$ cat config.mk
export PLATFORM = sky130hd
export DESIGN_NAME = sigpat_engine
export DESIGN_NICKNAME = d
export VERILOG_FILES = /design/src/rtl/sigpat_pkg.sv /design/src/rtl/sigpat_cfg_chain.sv /design/src/rtl/sigpat_decode.sv /design/src/rtl/sigpat_datapath.sv /design/src/rtl/sigpat_engine.sv
export SDC_FILE = /design/constraint.sdc
export NUM_CORES = 1
export LEC_CHECK = 0
export ABC_CLOCK_PERIOD_IN_PS = 5610
export BUFFER_PORTS_ARGS = -buffer_cell sky130_fd_sc_hd__buf_4
export CORE_MARGIN = 2
export CORE_UTILIZATION = 45
export DETAILED_ROUTE_END_ITERATION = 10
export PLACE_DENSITY = 0.73
export SLEW_MARGIN = 20
export SYNTH_ARGS = -nofsm -noshare
export SYNTH_HDL_FRONTEND = slang
export SYNTH_SLANG_ARGS = --single-unit
$ cat constraint.sdc
create_clock -name clk -period 5.61 [get_ports clk]
set_input_delay 1.122 -clock clk [delete_from_list [all_inputs] [get_ports clk]]
set_output_delay 1.122 -clock clk [all_outputs]
set_load 0.1 [all_outputs]
$ cat src/rtl/sigpat_pkg.sv
package sigpat_pkg;

  typedef enum logic [2:0] {
    MD_TOGGLE  = 3'd0,
    MD_PATGEN  = 3'd1,
    MD_SIGNAT  = 3'd2,
    MD_SIG_PAT = 3'd3,
    MD_SIG_CNT = 3'd4
  } run_mode_e;

  localparam int unsigned OPC_W = 3;

endpackage

$ cat src/rtl/sigpat_cfg_chain.sv
module sigpat_cfg_chain #(
  parameter int unsigned LANES = 8,
  localparam int unsigned CW = LANES + sigpat_pkg::OPC_W
) (
  input  logic          clk,
  input  logic          rst_n,
  input  logic          shift_en,
  input  logic          capture_en,
  input  logic          update_en,
  input  logic          ser_in,
  output logic          ser_out,
  output logic [CW-1:0] active_cfg
);
  localparam logic [CW-1:0] CFG_RST = CW'(3'b010);

  logic [CW-1:0] scan_q, scan_d;
  logic [CW-1:0] act_q,  act_d;

  always_comb begin
    scan_d = scan_q;
    if (capture_en)    scan_d = scan_q;
    else if (shift_en) scan_d = {ser_in, scan_q[CW-1:1]};
  end

  always_comb begin
    act_d = act_q;
    if (update_en) act_d = scan_q;
  end

  always_ff @(posedge clk or negedge rst_n) begin
    if (!rst_n) begin
      scan_q <= CFG_RST;
      act_q  <= CFG_RST;
    end else begin
      scan_q <= scan_d;
      act_q  <= act_d;
    end
  end

  assign ser_out    = scan_q[0];
  assign active_cfg = act_q;
endmodule

$ cat src/rtl/sigpat_decode.sv
module sigpat_decode (
  input  logic                  run_en,
  input  logic                  drv_a,
  input  logic                  drv_b,
  input  logic [2:0]            opcode,
  output sigpat_pkg::run_mode_e mode,
  output logic                  active,
  output logic                  a_to_b
);
  import sigpat_pkg::*;

  always_comb begin
    unique case (opcode[1:0])
      2'b00:   mode = MD_TOGGLE;
      2'b01:   mode = MD_PATGEN;
      2'b10:   mode = MD_SIGNAT;
      default: mode = opcode[2] ? MD_SIG_CNT : MD_SIG_PAT;
    endcase
  end

  assign active = run_en & (drv_a ^ drv_b);
  assign a_to_b = drv_b & ~drv_a;
endmodule

$ cat src/rtl/sigpat_datapath.sv
module sigpat_datapath #(
  parameter int unsigned LANES      = 8,
  parameter logic [2*LANES-1:0] TAPS_WIDE   = 16'h8805,
  parameter logic [LANES-1:0]   TAPS_NARROW = 8'hB8
) (
  input  sigpat_pkg::run_mode_e mode,
  input  logic                  active,
  input  logic                  a_to_b,
  input  logic [LANES-1:0]      mask,
  input  logic [LANES-1:0]      a_pin,
  input  logic [LANES-1:0]      b_pin,
  input  logic [LANES-1:0]      ai_cell,
  input  logic [LANES-1:0]      bi_cell,
  input  logic [LANES-1:0]      ao_cell,
  input  logic [LANES-1:0]      bo_cell,
  output logic [LANES-1:0]      ai_next,
  output logic [LANES-1:0]      bi_next,
  output logic [LANES-1:0]      ao_next,
  output logic [LANES-1:0]      bo_next,
  output logic                  ai_we,
  output logic                  bi_we,
  output logic                  ao_we,
  output logic                  bo_we
);
  import sigpat_pkg::*;

  localparam int unsigned WW = 2 * LANES;
  localparam logic [LANES-1:0] ONE = LANES'(1);

  logic [LANES-1:0] in_c, out_c, opp_c, pins, pins_m;
  logic [LANES-1:0] in_n, out_n, opp_n;
  logic [WW-1:0]    wide, wide_sh;
  logic [LANES-1:0] in_sh, out_sh;
  logic             carry, opp_wr;

  assign in_c  = a_to_b ? ai_cell : bi_cell;
  assign out_c = a_to_b ? bo_cell : ao_cell;
  assign opp_c = a_to_b ? ao_cell : bo_cell;
  assign pins  = a_to_b ? a_pin   : b_pin;

  for (genvar g = 0; g < LANES; g++) begin : g_lane_mask
    assign pins_m[g] = pins[g] & ~mask[g];
  end

  assign wide    = {out_c, in_c};
  assign wide_sh = {wide[WW-2:0], ^(wide & TAPS_WIDE)};
  assign in_sh   = {in_c[LANES-2:0],  ^(in_c  & TAPS_NARROW)};
  assign out_sh  = {out_c[LANES-2:0], ^(out_c & TAPS_NARROW)};
  assign carry   = &out_c;

  always_comb begin
    in_n   = in_c;
    out_n  = out_c;
    opp_n  = opp_c;
    opp_wr = 1'b0;
    unique case (mode)
      MD_TOGGLE: begin
        in_n  = pins;
        out_n = ~out_c;
      end
      MD_PATGEN: begin
        {out_n, in_n} = wide_sh;
      end
      MD_SIGNAT: begin
        {out_n, in_n} = wide_sh ^ {{LANES{1'b0}}, pins_m};
      end
      MD_SIG_PAT: begin
        in_n  = in_sh ^ pins_m;
        out_n = out_sh;
      end
      MD_SIG_CNT: begin
        in_n   = in_sh ^ pins_m;
        out_n  = out_c + ONE;
        opp_n  = opp_c + ONE;
        opp_wr = carry;
      end
      default: begin
        in_n = in_c;
      end
    endcase
  end

  always_comb begin
    ai_next = ai_cell;
    bi_next = bi_cell;
    ao_next = ao_cell;
    bo_next = bo_cell;
    ai_we   = 1'b0;
    bi_we   = 1'b0;
    ao_we   = 1'b0;
    bo_we   = 1'b0;
    if (a_to_b) begin
      ai_next = in_n;
      bo_next = out_n;
      ao_next = opp_n;
      ai_we   = active;
      bo_we   = active;
      ao_we   = active & opp_wr;
    end else begin
      bi_next = in_n;
      ao_next = out_n;
      bo_next = opp_n;
      bi_we   = active;
      ao_we   = active;
      bo_we   = active & opp_wr;
    end
  end
endmodule

$ cat src/rtl/sigpat_engine.sv
module sigpat_engine #(
  parameter int unsigned LANES = 8
) (
  input  logic             clk,
  input  logic             rst_n,
  input  logic             cfg_shift,
  input  logic             cfg_capture,
  input  logic             cfg_update,
  input  logic             cfg_si,
  output logic             cfg_so,
  input  logic             run_en,
  input  logic             drv_a,
  input  logic             drv_b,
  input  logic [LANES-1:0] a_pin,
  input  logic [LANES-1:0] b_pin,
  input  logic [LANES-1:0] ai_cell,
  input  logic [LANES-1:0] bi_cell,
  input  logic [LANES-1:0] ao_cell,
  input  logic [LANES-1:0] bo_cell,
  output logic [LANES-1:0] ai_next,
  output logic [LANES-1:0] bi_next,
  output logic [LANES-1:0] ao_next,
  output logic [LANES-1:0] bo_next,
  output logic             ai_we,
  output logic             bi_we,
  output logic             ao_we,
  output logic             bo_we
);
  import sigpat_pkg::*;

  localparam int unsigned CW = LANES + OPC_W;

  logic            rst_m, rst_s;
  logic [CW-1:0]   active_cfg;
  run_mode_e       mode;
  logic            active, a_to_b;

  // reset synchronizer: asserts at once, releases on a clock edge
  always_ff @(posedge clk or negedge rst_n) begin
    if (!rst_n) begin
      rst_m <= 1'b0;
      rst_s <= 1'b0;
    end else begin
      rst_m <= 1'b1;
      rst_s <= rst_m;
    end
  end

  sigpat_cfg_chain #(.LANES(LANES)) u_chain (
    .clk        (clk),
    .rst_n      (rst_s),
    .shift_en   (cfg_shift),
    .capture_en (cfg_capture),
    .update_en  (cfg_update),
    .ser_in     (cfg_si),
    .ser_out    (cfg_so),
    .active_cfg (active_cfg)
  );

  sigpat_decode u_dec (
    .run_en (run_en & rst_s),
    .drv_a  (drv_a),
    .drv_b  (drv_b),
    .opcode (active_cfg[OPC_W-1:0]),
    .mode   (mode),
    .active (active),
    .a_to_b (a_to_b)
  );

  sigpat_datapath #(.LANES(LANES)) u_dp (
    .mode    (mode),
    .active  (active),
    .a_to_b  (a_to_b),
    .mask    (active_cfg[CW-1:OPC_W]),
    .a_pin   (a_pin),
    .b_pin   (b_pin),
    .ai_cell (ai_cell),
    .bi_cell (bi_cell),
    .ao_cell (ao_cell),
    .bo_cell (bo_cell),
    .ai_next (ai_next),
    .bi_next (bi_next),
    .ao_next (ao_next),
    .bo_next (bo_next),
    .ai_we   (ai_we),
    .bi_we   (bi_we),
    .ao_we   (ao_we),
    .bo_we   (bo_we)
  );
endmodule

### Yosys cells after proc, flatten, opt, wreduce, memory -nomap -nowiden

Index checks and enable logic that the tools add are counted.

| storage, ports and cells | value |
|---|---|
| register bits after elaboration | 24 |
| latch bits | 0 |
| RAM bits | 0 |
| memory bits (read-only) | 0 |
| input port bits | 57 |
| output and inout port bits | 37 |
| logic and storage cells | 64 |
| memories kept | 0 |

| operators by class | value |
|---|---|
| add/subtract/negate cells | 2 |
| multipliers | 0 |
| div/mod/pow operators | 0 |
| $lt $le $gt $ge | 0 |
| eq/ne operators | 6 |
| shifts and indexed selects | 0 |
| mux-type cells | 18 |
| bitwise logic cells | 26 |
| reductions and logical operators | 8 |

Operators by type and width:

| operator | count |
|---|---|
| 2-to-1 mux 8 bit | 9 |
| one-hot mux 8 bit (5 select lines) | 1 |
| one-hot mux 8 bit (4 select lines) | 1 |
| adder 8 x 1 -> 8 bit, second input constant | 2 |
| XOR reduction 16 bit | 1 |
| XOR reduction 8 bit | 2 |
| bitwise XOR 16 x 8 -> 16 bit | 1 |
| bitwise AND 1 bit | 12 |
| inverter 1 bit | 10 |
| one-hot mux 3 bit (3 select lines) | 1 |
| inverter 8 bit | 1 |
| AND reduction 8 bit | 1 |
| bitwise XOR 8 bit | 1 |
| == test 3 x 2 -> 1 bit, second input constant | 2 |
| 2-to-1 mux 1 bit | 5 |
| == test 3 x 1 -> 1 bit, second input constant | 1 |
| == test 3 bit, second input constant | 1 |
| logical NOT 3 bit | 1 |
| 2-to-1 mux 3 bit | 1 |
| == test 2 x 1 -> 1 bit, second input constant | 1 |
| == test 2 bit, second input constant | 1 |
| logical NOT 2 bit | 1 |
| AND reduction 2 bit | 1 |
| OR reduction 2 bit | 1 |
| bitwise XOR 1 bit | 1 |

### Depth between registers and ports, before layout

Gate-level depths: netlist of run 1.

| logic depth | value |
|---|---|
| word-level depth | 7 |
| mapped depth | 12 |
| gate-level depth less buffers | 9 |

### Hierarchy

A second synthesis of run 1 with hierarchy kept.

| unflattened totals | value |
|---|---|
| cell total of the unflattened synthesis | 337 |
| area total of the unflattened synthesis | 2,890.3 um^2 |

Modules (own cells, without submodules):

| module | instances | cells each | area each (um^2) | seq. area each (um^2) |
|---|---|---|---|---|
| sigpat_datapath | 1 | 280 | 1,915.6 | 0.0 |
| sigpat_cfg_chain | 1 | 47 | 870.8 | 553.0 |
| sigpat_engine | 1 | 4 | 60.1 | 50.0 |
| sigpat_decode | 1 | 6 | 43.8 | 0.0 |

### Worst setup path before layout of run 1

Ideal clock, no wire load.

| timing | value |
|---|---|
| path type | input to output |
| start | input drv_a |
| end | output bo_next[4] |
| arrival time | 4,878 ps |
| data required time | 4,488 ps |
| path slack | -390 ps |
| stages on the path | 11 |
| path buffers | 3 |
| path through | inv_1 ha_1 buf_2 buf_4 buf_2 mux2_2 ha_1 o21ai_0 xnor2_1 a21oi_1 o21ai_0 |

| between the ends | value |
|---|---|
| cells in the longest elaborated chain, start to end | 6 |
| elaborated cells between the ends (all ways) | 11 |
| those cells by class | add/sub: 2; mux: 5; bitwise: 4 |

RTL lines:

| what | line | RTL |
|---|---|---|
| from (decl) | sigpat_engine.sv:12 | `input logic drv_a,` |
| inverter 1 bit (*) | sigpat_decode.sv:22 | `assign a_to_b = drv_b & ~drv_a;` |
| bitwise AND 1 bit (*) | sigpat_decode.sv:22 |  |
| 2-to-1 mux 8 bit (on tied branches) | sigpat_datapath.sv:37, sigpat_datapath.sv:38 |  |
| adder 8 x 1 -> 8 bit (tied with other cells) | sigpat_datapath.sv:73 | `out_n = out_c + ONE;` |
| one-hot mux 8 bit (5 select lines) / 2-to-1 mux 8 bit (equally long branches) | sigpat_datapath.sv:56 | `unique case (mode)` |
| 2-to-1 mux 8 bit (*) | sigpat_datapath.sv:92 | `if (a_to_b) begin` |
| to (decl) | sigpat_engine.sv:23 | `output logic [LANES-1:0] bo_next,` |

Mark *: on every way between the ends. The rest lies on a longest branch, timed or not.

### Worst setup path in the final report of run 1

| timing | value |
|---|---|
| start | input drv_a |
| end | output ai_next[5] |

| between the ends | value |
|---|---|
| cells in the longest elaborated chain, start to end | 7 |
| elaborated cells between the ends (all ways) | 9 |
| those cells by class | mux: 4; bitwise: 5 |

RTL lines:

| what | line | RTL |
|---|---|---|
| inverter 1 bit (*) | sigpat_decode.sv:22 |  |
| bitwise AND 1 bit (*) | sigpat_decode.sv:22 |  |
| 2-to-1 mux 8 bit | sigpat_datapath.sv:39 | `assign pins = a_to_b ? a_pin : b_pin;` |
| bitwise AND 1 bit | sigpat_datapath.sv:42 | `assign pins_m[g] = pins[g] & ~mask[g];` |
| bitwise XOR 8 bit / bitwise XOR 16 x 8 -> 16 bit (equally long branches) | sigpat_datapath.sv:68, sigpat_datapath.sv:72, sigpat_datapath.sv:65 |  |
| one-hot mux 8 bit (4 select lines) | sigpat_datapath.sv:56 |  |
| 2-to-1 mux 8 bit (*) | sigpat_datapath.sv:92 |  |
| to (decl) | sigpat_engine.sv:20 | `output logic [LANES-1:0] ai_next,` |

Marks and branches as above.

==> qor.yml, run 1 <==
drt:
  route.detailed.drc: 0
  dr.pass1.iters: 6
  top_layer_used: "met4"
  drtIter0Drc: 101
  ant_nets: 0
  via_count: 2803
  wl_met3_um: 376
  wl_met1_um: 3240
  wl_per_cell_um: 15.1
  wl_met2_um: 3590
  finalWirelength_um: 7350
  routed_via_density: 5.76
floorplanning:
  coreArea_um2: 5960
  die_w_um: 82.9
  initial_core_util: 0.471
  die_height_um: 82.9
  rows: 28
  ios: 94
  die_area_um2: 6880
setup_path:
  crit_family: "buffers and inverters"
  crit_path_top_delay_cell: "ha_2"
  max_stage_delay_ns: 0.54
  critPathKind: "input port to output port"
  critPathMostFrequentCell: "buf_4"
  critical_path_depth: 10
  reg2reg_depth: 2
  arrival_ns: 3.64
  cp_data_required_time_ns: 4.49
  end_kind: "output port"
  crit_chain: "buf_4, inv_1, ha_2, buf_4, mux2_2, nor3b_1, o21ai_0, o221ai_1, o21ai_0, buf_4"
  worst_setup_path_start_kind: "input port"
  cp.buffers_inverters: 4
  crit_fanout: 31
yosys:
  synth.most_common_cell: "mux2_2"
  synth.area.top_cells: "dfrtp_1 20%, mux2_2 16%, mux2i_1 9.6%"
  synthAdderAreaFrac: 0.0178
  synth_area_um2: 2800
  synth_edf_count: 0
  yosys_warnings: 0
  synthesis.nets: 397
  synth_top_area_share: 0.196
  syn_inst: 336
  muxShareOfSynthArea: 0.274
  syn_avg_cell_area_um2: 8.35
  yosys-top-cells-count: "40 x mux2_2, 32 x nand2_1, 31 x o21ai_0, 27 x mux2i_1, 22 x dfrtp_1"
  seq_area_frac_synth: 0.215
  yosysUniqueCellTypes: 46
  synth-compound-area-share: 0.167
  synth-xor-area-share: 0.0843
  yosysTopAreaCell: "dfrtp_1"
  synthFlopType: "dfrtp_1"
  ys_ff_latch: 24
  yosys.area_share.simple: 0.185
  synth_top_family_by_area: "multiplexers"
  async_flop_share: 1.00
timing:
  tightest_slew_ns: 0.780
  rsz0062_at_grt: "false"
  period_minus_slack_ns: 4.76
  hold_violations: 0
  setup_viol: 0
  finalCritPeriodShare: 0.848
  final_max_slew_viol_count: 0
  finClkSkew_ns: 0.00857
  fmax_mhz: 210
  maxSlewHeadroom: 0.480
power_and_ir_drop:
  power.density_nw_per_um2: 444
  max-vdd-ir-drop_mv: 0.485
  totalPowerFinal_mw: 1.59
  leakage_nw: 1.55
clock_tree:
  cts.clk_slew.worst_paths_ns: 0.08
  cts_buffer_depth: 2
  cts_tree: "done"
  numCtsBuffers: 3
  clkLatencyLatePin_ns: 0.26
  cts_resized: 0
  root_buffer: "clkbuf_8"
  clock_sinks: 24
  holdBufCountCts: 0
  htree_levels: 1
  cts_setup_buffers: 0
global_route:
  grt-ovfl-total: 0
  grt_pass1_vias: 2688
  grt_max_degree: 32
  grt_pass1_wl_um: 12400
  grt_usage: 0.208
  antenna_found_initial: 0
finish:
  stdcell_area_um2: 3580
  final_nets: 474
  fin_util: 0.600
  antenna_cells: 0
  drive_gt1_frac: 0.362
  area_growth_pct: 27.5
placement:
  place_hpwl_um: 5780
  io_buffers: 93
  place_area_um2: 3500
  place.gp.congestion: 0.886
run:
  cap_violations: 0
hold_path:
  hp-class: "flip-flop to asynchronous set/reset pin"
outcome:
  status: "completed"
==> layer usage <==
layer | GRT usage | vias up
li1 | - | 1375
met1 | 0.259 | 1314
met2 | 0.373 | 102
met3 | 0.0219 | 12
met4 | 0.0700 | 0
met5 | 0 | -
==> power by group <==
group	total, mW	internal, mW	switching, mW
Clock	0.146	0.0952	0.0505
Sequential	0.334	0.245	0.0886
Combinational	1.11	0.310	0.798
Total	1.59	0.650	0.937
==> registers in the layout, indices dropped and copies added, names as in the netlist <==
| name | count |
|---|---|
| u_chain.active_cfg | 11 |
| u_chain.scan_q | 11 |
| rst_m | 1 |
| rst_s | 1 |
==> through the flow <==
| step | setup TNS, ns | setup slack (ns) | cells | hold WS (ns) |
|---|---|---|---|---|
| floorplan | -0.544 | -0.136 | 336 | 0.288 |
| global placement | 0 | 0.931 | 483 | 0.217 |
| detailed placement | 0 | 0.860 | 483 | 0.224 |
| CTS | 0 | 0.856 | 487 | 0.231 |
| global route | 0 | 0.656 | 487 | 0.254 |
| finish | 0 | 0.853 | 487 | 0.219 |
==> kinds of logic (layout without fill, tap and decap cells) <==
kind of cell,count (synthesis),count (layout)
compound gates,75,75
simple gates,104,104
flops,24,24
other cells,1,1
xor+xnor,27,27
buf+inv,32,108
mux,69,69
fa+ha+maj,4,4
==> cells in the final DEF, fill, tap and decap left out, types with 2 or more instances in the layout <==
cell	count
buf_4	98
mux2_2	40
nand2_1	32
mux2i_1	27
dfrtp_1	22
o21ai_0	19
nor2_1	17
a21oi_1	16
xor2_1	15
nand3_1	14
xnor2_1	12
o21ai_1	12
nor3_1	8
and2_1	8
nor3b_1	7
o221ai_1	7
inv_1	5
a31oi_1	5
o22ai_1	4
nand3b_1	4
o21a_1	3
ha_1	3
clkbuf_8	3
and3_1	2
or2_2	2
nand4_1	2
nor2b_1	2
nor4_1	2
a211oi_1	2
a22oi_1	2
dfstp_2	2
==> final timing paths <==
check,start,slack [ns],endpoint
setup / recovery,drv_a,0.85,ai_next[5]
hold / removal,rst_s,0.22,u_chain.active_cfg[4]
setup reg to reg,u_chain.active_cfg[1],4.36,u_chain.active_cfg[1]
hold reg to reg,rst_s,0.22,u_chain.active_cfg[4]
max in group asynchronous,rst_n,4.90,rst_s
min in group clk,rst_m,0.36,rst_s
==> final cells by class <==
type,instances,area [um^2]
Clock buffer,3,41.3
Clock inverter,1,30.0
Fill cell,561,2380
Inverter,6,22.5
Multi-Input combinational cell,280,2050
Sequential cell,24,603
Tap cell,75,93.8
Timing Repair Buffer,98,736
(Power assumes the default switching activity.)
==> inputs of run 2 (changes only) <==
ABC_CLOCK_PERIOD_IN_PS = 4300   (was 5610)
PLACE_DENSITY = 0.75   (was 0.73)
clock period = 4.3 ns   (was 5.61 ns; I/O delays follow)
==> run 2 against run 1 <==
  * Clock skew shrank 0.0066 ns
  * First-iteration DRC count grew 42%
  * Combinational power up 41%
  * Clock power about the same
  * Die area stayed put
  * Sequential cell count unchanged
  * Cell count increased by 1.2%
  * Worst hold slack improved by 0.11 ns
  * Via count increased by 1.2%
  * Register-to-register slack lost 1.3 ns
==> qor.yml, run 2 (synthesis gave the netlist of run 1 again) <==
power_and_ir_drop:
  leakage_nw: 1.60  # was 1.55 nW
  max-vdd-ir-drop_mv: 0.410  # was 0.485 mV
  totalPowerFinal_mw: 2.11  # was 1.59 mW
  power.density_nw_per_um2: 559  # was 444 nW/um^2
floorplanning:
  coreArea_um2: 5960  # unchanged
  die_height_um: 82.9  # unchanged
  initial_core_util: 0.471  # unchanged
  die_w_um: 82.9  # unchanged
  rows: 28  # unchanged
  die_area_um2: 6880  # unchanged
  ios: 94  # unchanged
timing:
  tightest_slew_ns: 0.518  # was 0.780 ns
  maxSlewHeadroom: 0.651  # was 0.480
  period_minus_slack_ns: 4.01
  finClkSkew_ns: 0.00194  # was 0.00857 ns
  finalSetupTns_ns: 0  # unchanged
  final_max_slew_viol_count: 0  # unchanged
  finalWorstSetupSlack_ns: 0.294  # was 0.853 ns
  rsz0062_at_grt: "false"  # unchanged
  setup_viol: 0  # unchanged
  hold_violations: 0  # unchanged
  fmax_mhz: 250
  finalCritPeriodShare: 0.932
finish:
  antenna_cells: 0  # unchanged
  drive_gt1_frac: 0.440  # was 0.362
  most-common-layout-cells: "103 x buf_4, 40 x mux2_2, 32 x nand2_1"  # was 98 x buf_4, 40 x mux2_2, 32 x nand2_1
  stdcell_area_um2: 3780  # was 3580 um^2
  nFillCells: 532  # was 561
  final_common_cell: "buf_4"  # unchanged
  final_nets: 480  # was 474
  fin_util: 0.635  # was 0.600
  area_growth_pct: 34.9  # was 27.5%
placement:
  pre_cts_ws_ns: 0.265  # was 0.860 ns
  io_buffers: 93  # unchanged
  place.gp.congestion: 0.906  # was 0.886
  place_hpwl_um: 6100  # was 5780 um
  place_area_um2: 3730  # was 3500 um^2
setup_path:
  crit_chain: "buf_4, inv_1, ha_4, mux2i_1, inv_1, ha_1, o21ai_0, mux2i_2, buf_4"  # was buf_4, inv_1, ha_2, buf_4, mux2_2, nor3b_1, o21ai_0, o221ai_1, o21ai_0, buf_4
  r2r_slack_ns: 3.05  # was 4.36 ns
  worst_setup_path_start_kind: "input port"  # unchanged
  reg2reg_depth: 2  # unchanged
  cp_data_required_time_ns: 3.44  # was 4.49 ns
  cp.buffers_inverters: 4  # unchanged
  reg2reg_from: "u_chain.active_cfg[1]"  # unchanged
  r2r_end: "u_chain.active_cfg[1]"  # unchanged
  arrival_ns: 3.15  # was 3.64 ns
  crit_family: "adder cells"  # was buffers and inverters
  crit_fanout: 27  # was 31
  critPathKind: "input port to output port"  # unchanged
  max_stage_delay_ns: 0.50  # was 0.54 ns
  crit_path_top_delay_cell: "mux2i_1"  # was ha_2
  end_kind: "output port"  # unchanged
clock_tree:
  cts_buffer_depth: 2  # unchanged
  holdBufCountCts: 0  # unchanged
  cts_resized: 0  # unchanged
  clock_sinks: 24  # unchanged
  root_buffer: "clkbuf_8"  # unchanged
  numCtsBuffers: 3  # unchanged
  htree_levels: 1  # unchanged
  cts_tree: "done"  # unchanged
  clkLatencyLatePin_ns: 0.26  # about the same
  cts.clk_slew.worst_paths_ns: 0.08  # about the same
  cts_setup_buffers: 0  # unchanged
hold_path:
  hp-class: "flip-flop to asynchronous set/reset pin"  # unchanged
drt:
  ant_nets: 0  # unchanged
  drtIter0Drc: 143  # was 101
  route.detailed.drc: 0  # unchanged
  wl_per_cell_um: 15.6  # was 15.1 um
  via_count: 2837  # was 2803
  routed_via_density: 5.75  # was 5.76
  finalWirelength_um: 7710  # was 7350 um
  dr.pass1.iters: 4  # was 6
global_route:
  grt_pass1_vias: 2769  # was 2688
  grt-ovfl-total: 0  # unchanged
  grt_usage: 0.217  # was 0.208
  grt_max_degree: 29  # was 32
  antenna_found_initial: 0  # unchanged
  grt_pass1_wl_um: 12800  # was 12400 um
outcome:
  status: "completed"  # unchanged
run:
  cap_violations: 0  # unchanged
==> run 2: cell count changes in the layout (fill, tap and decap cells not counted), moves of 4 or more <==
cell,previous run,this run
o21ai_1,12,1
mux2i_1,27,20
o21ai_2,0,15
buf_4,98,103
o21ai_0,19,15
mux2i_4,0,4
==> run 2: per-layer routing <==
layer | vias up | share of wire | track usage | routed length, um
met5 | - | 0 | 0 | 0
met4 | 0 | 0.015 | 0.0581 | 113
met3 | 8 | 0.047 | 0.0219 | 363
met2 | 98 | 0.52 | 0.410 | 4000
met1 | 1341 | 0.42 | 0.260 | 3240
li1 | 1390 | - | - | -
==> run 2: final cells by class <==
type	instances	area [um^2]	area share
clock buffers	4	55.1	0.0146
well taps	75	93.8	0.0248
repair buffers	104	793	0.210
inverters	6	22.5	0.00596
flip-flops and latches	24	603	0.159
multi-input cells	280	2210	0.585
==> run 2: how the worst max path moves through the flow <==
stage,cells past startpoint,slack (ns),from,endpoint
2_1_floorplan,11,-0.64,drv_a,ao_next[0]
3_3_place_gp,10,0.37,drv_a,ao_next[6]
3_5_place_dp,9,0.26,drv_a,ao_next[1]
4_1_cts,9,0.26,drv_a,ao_next[1]
5_1_grt,11,0.14,drv_a,bo_next[4]
6_report,9,0.29,drv_a,ao_next[1]
==> run 2: through the flow <==
step           cells  hold slack [ns]
5_1_grt          493            0.350
3_3_place_gp     489            0.336
4_1_cts          493            0.358
3_5_place_dp     489            0.347
2_1_floorplan    336            0.288
6_report         493            0.330
==> run 2: report_power, final <==
group          total [mW]  switching (mW)  internal [mW]
combinational        1.56            1.11          0.450
clock               0.145          0.0639         0.0815
sequential          0.410          0.0892          0.320
total                2.11            1.26          0.852
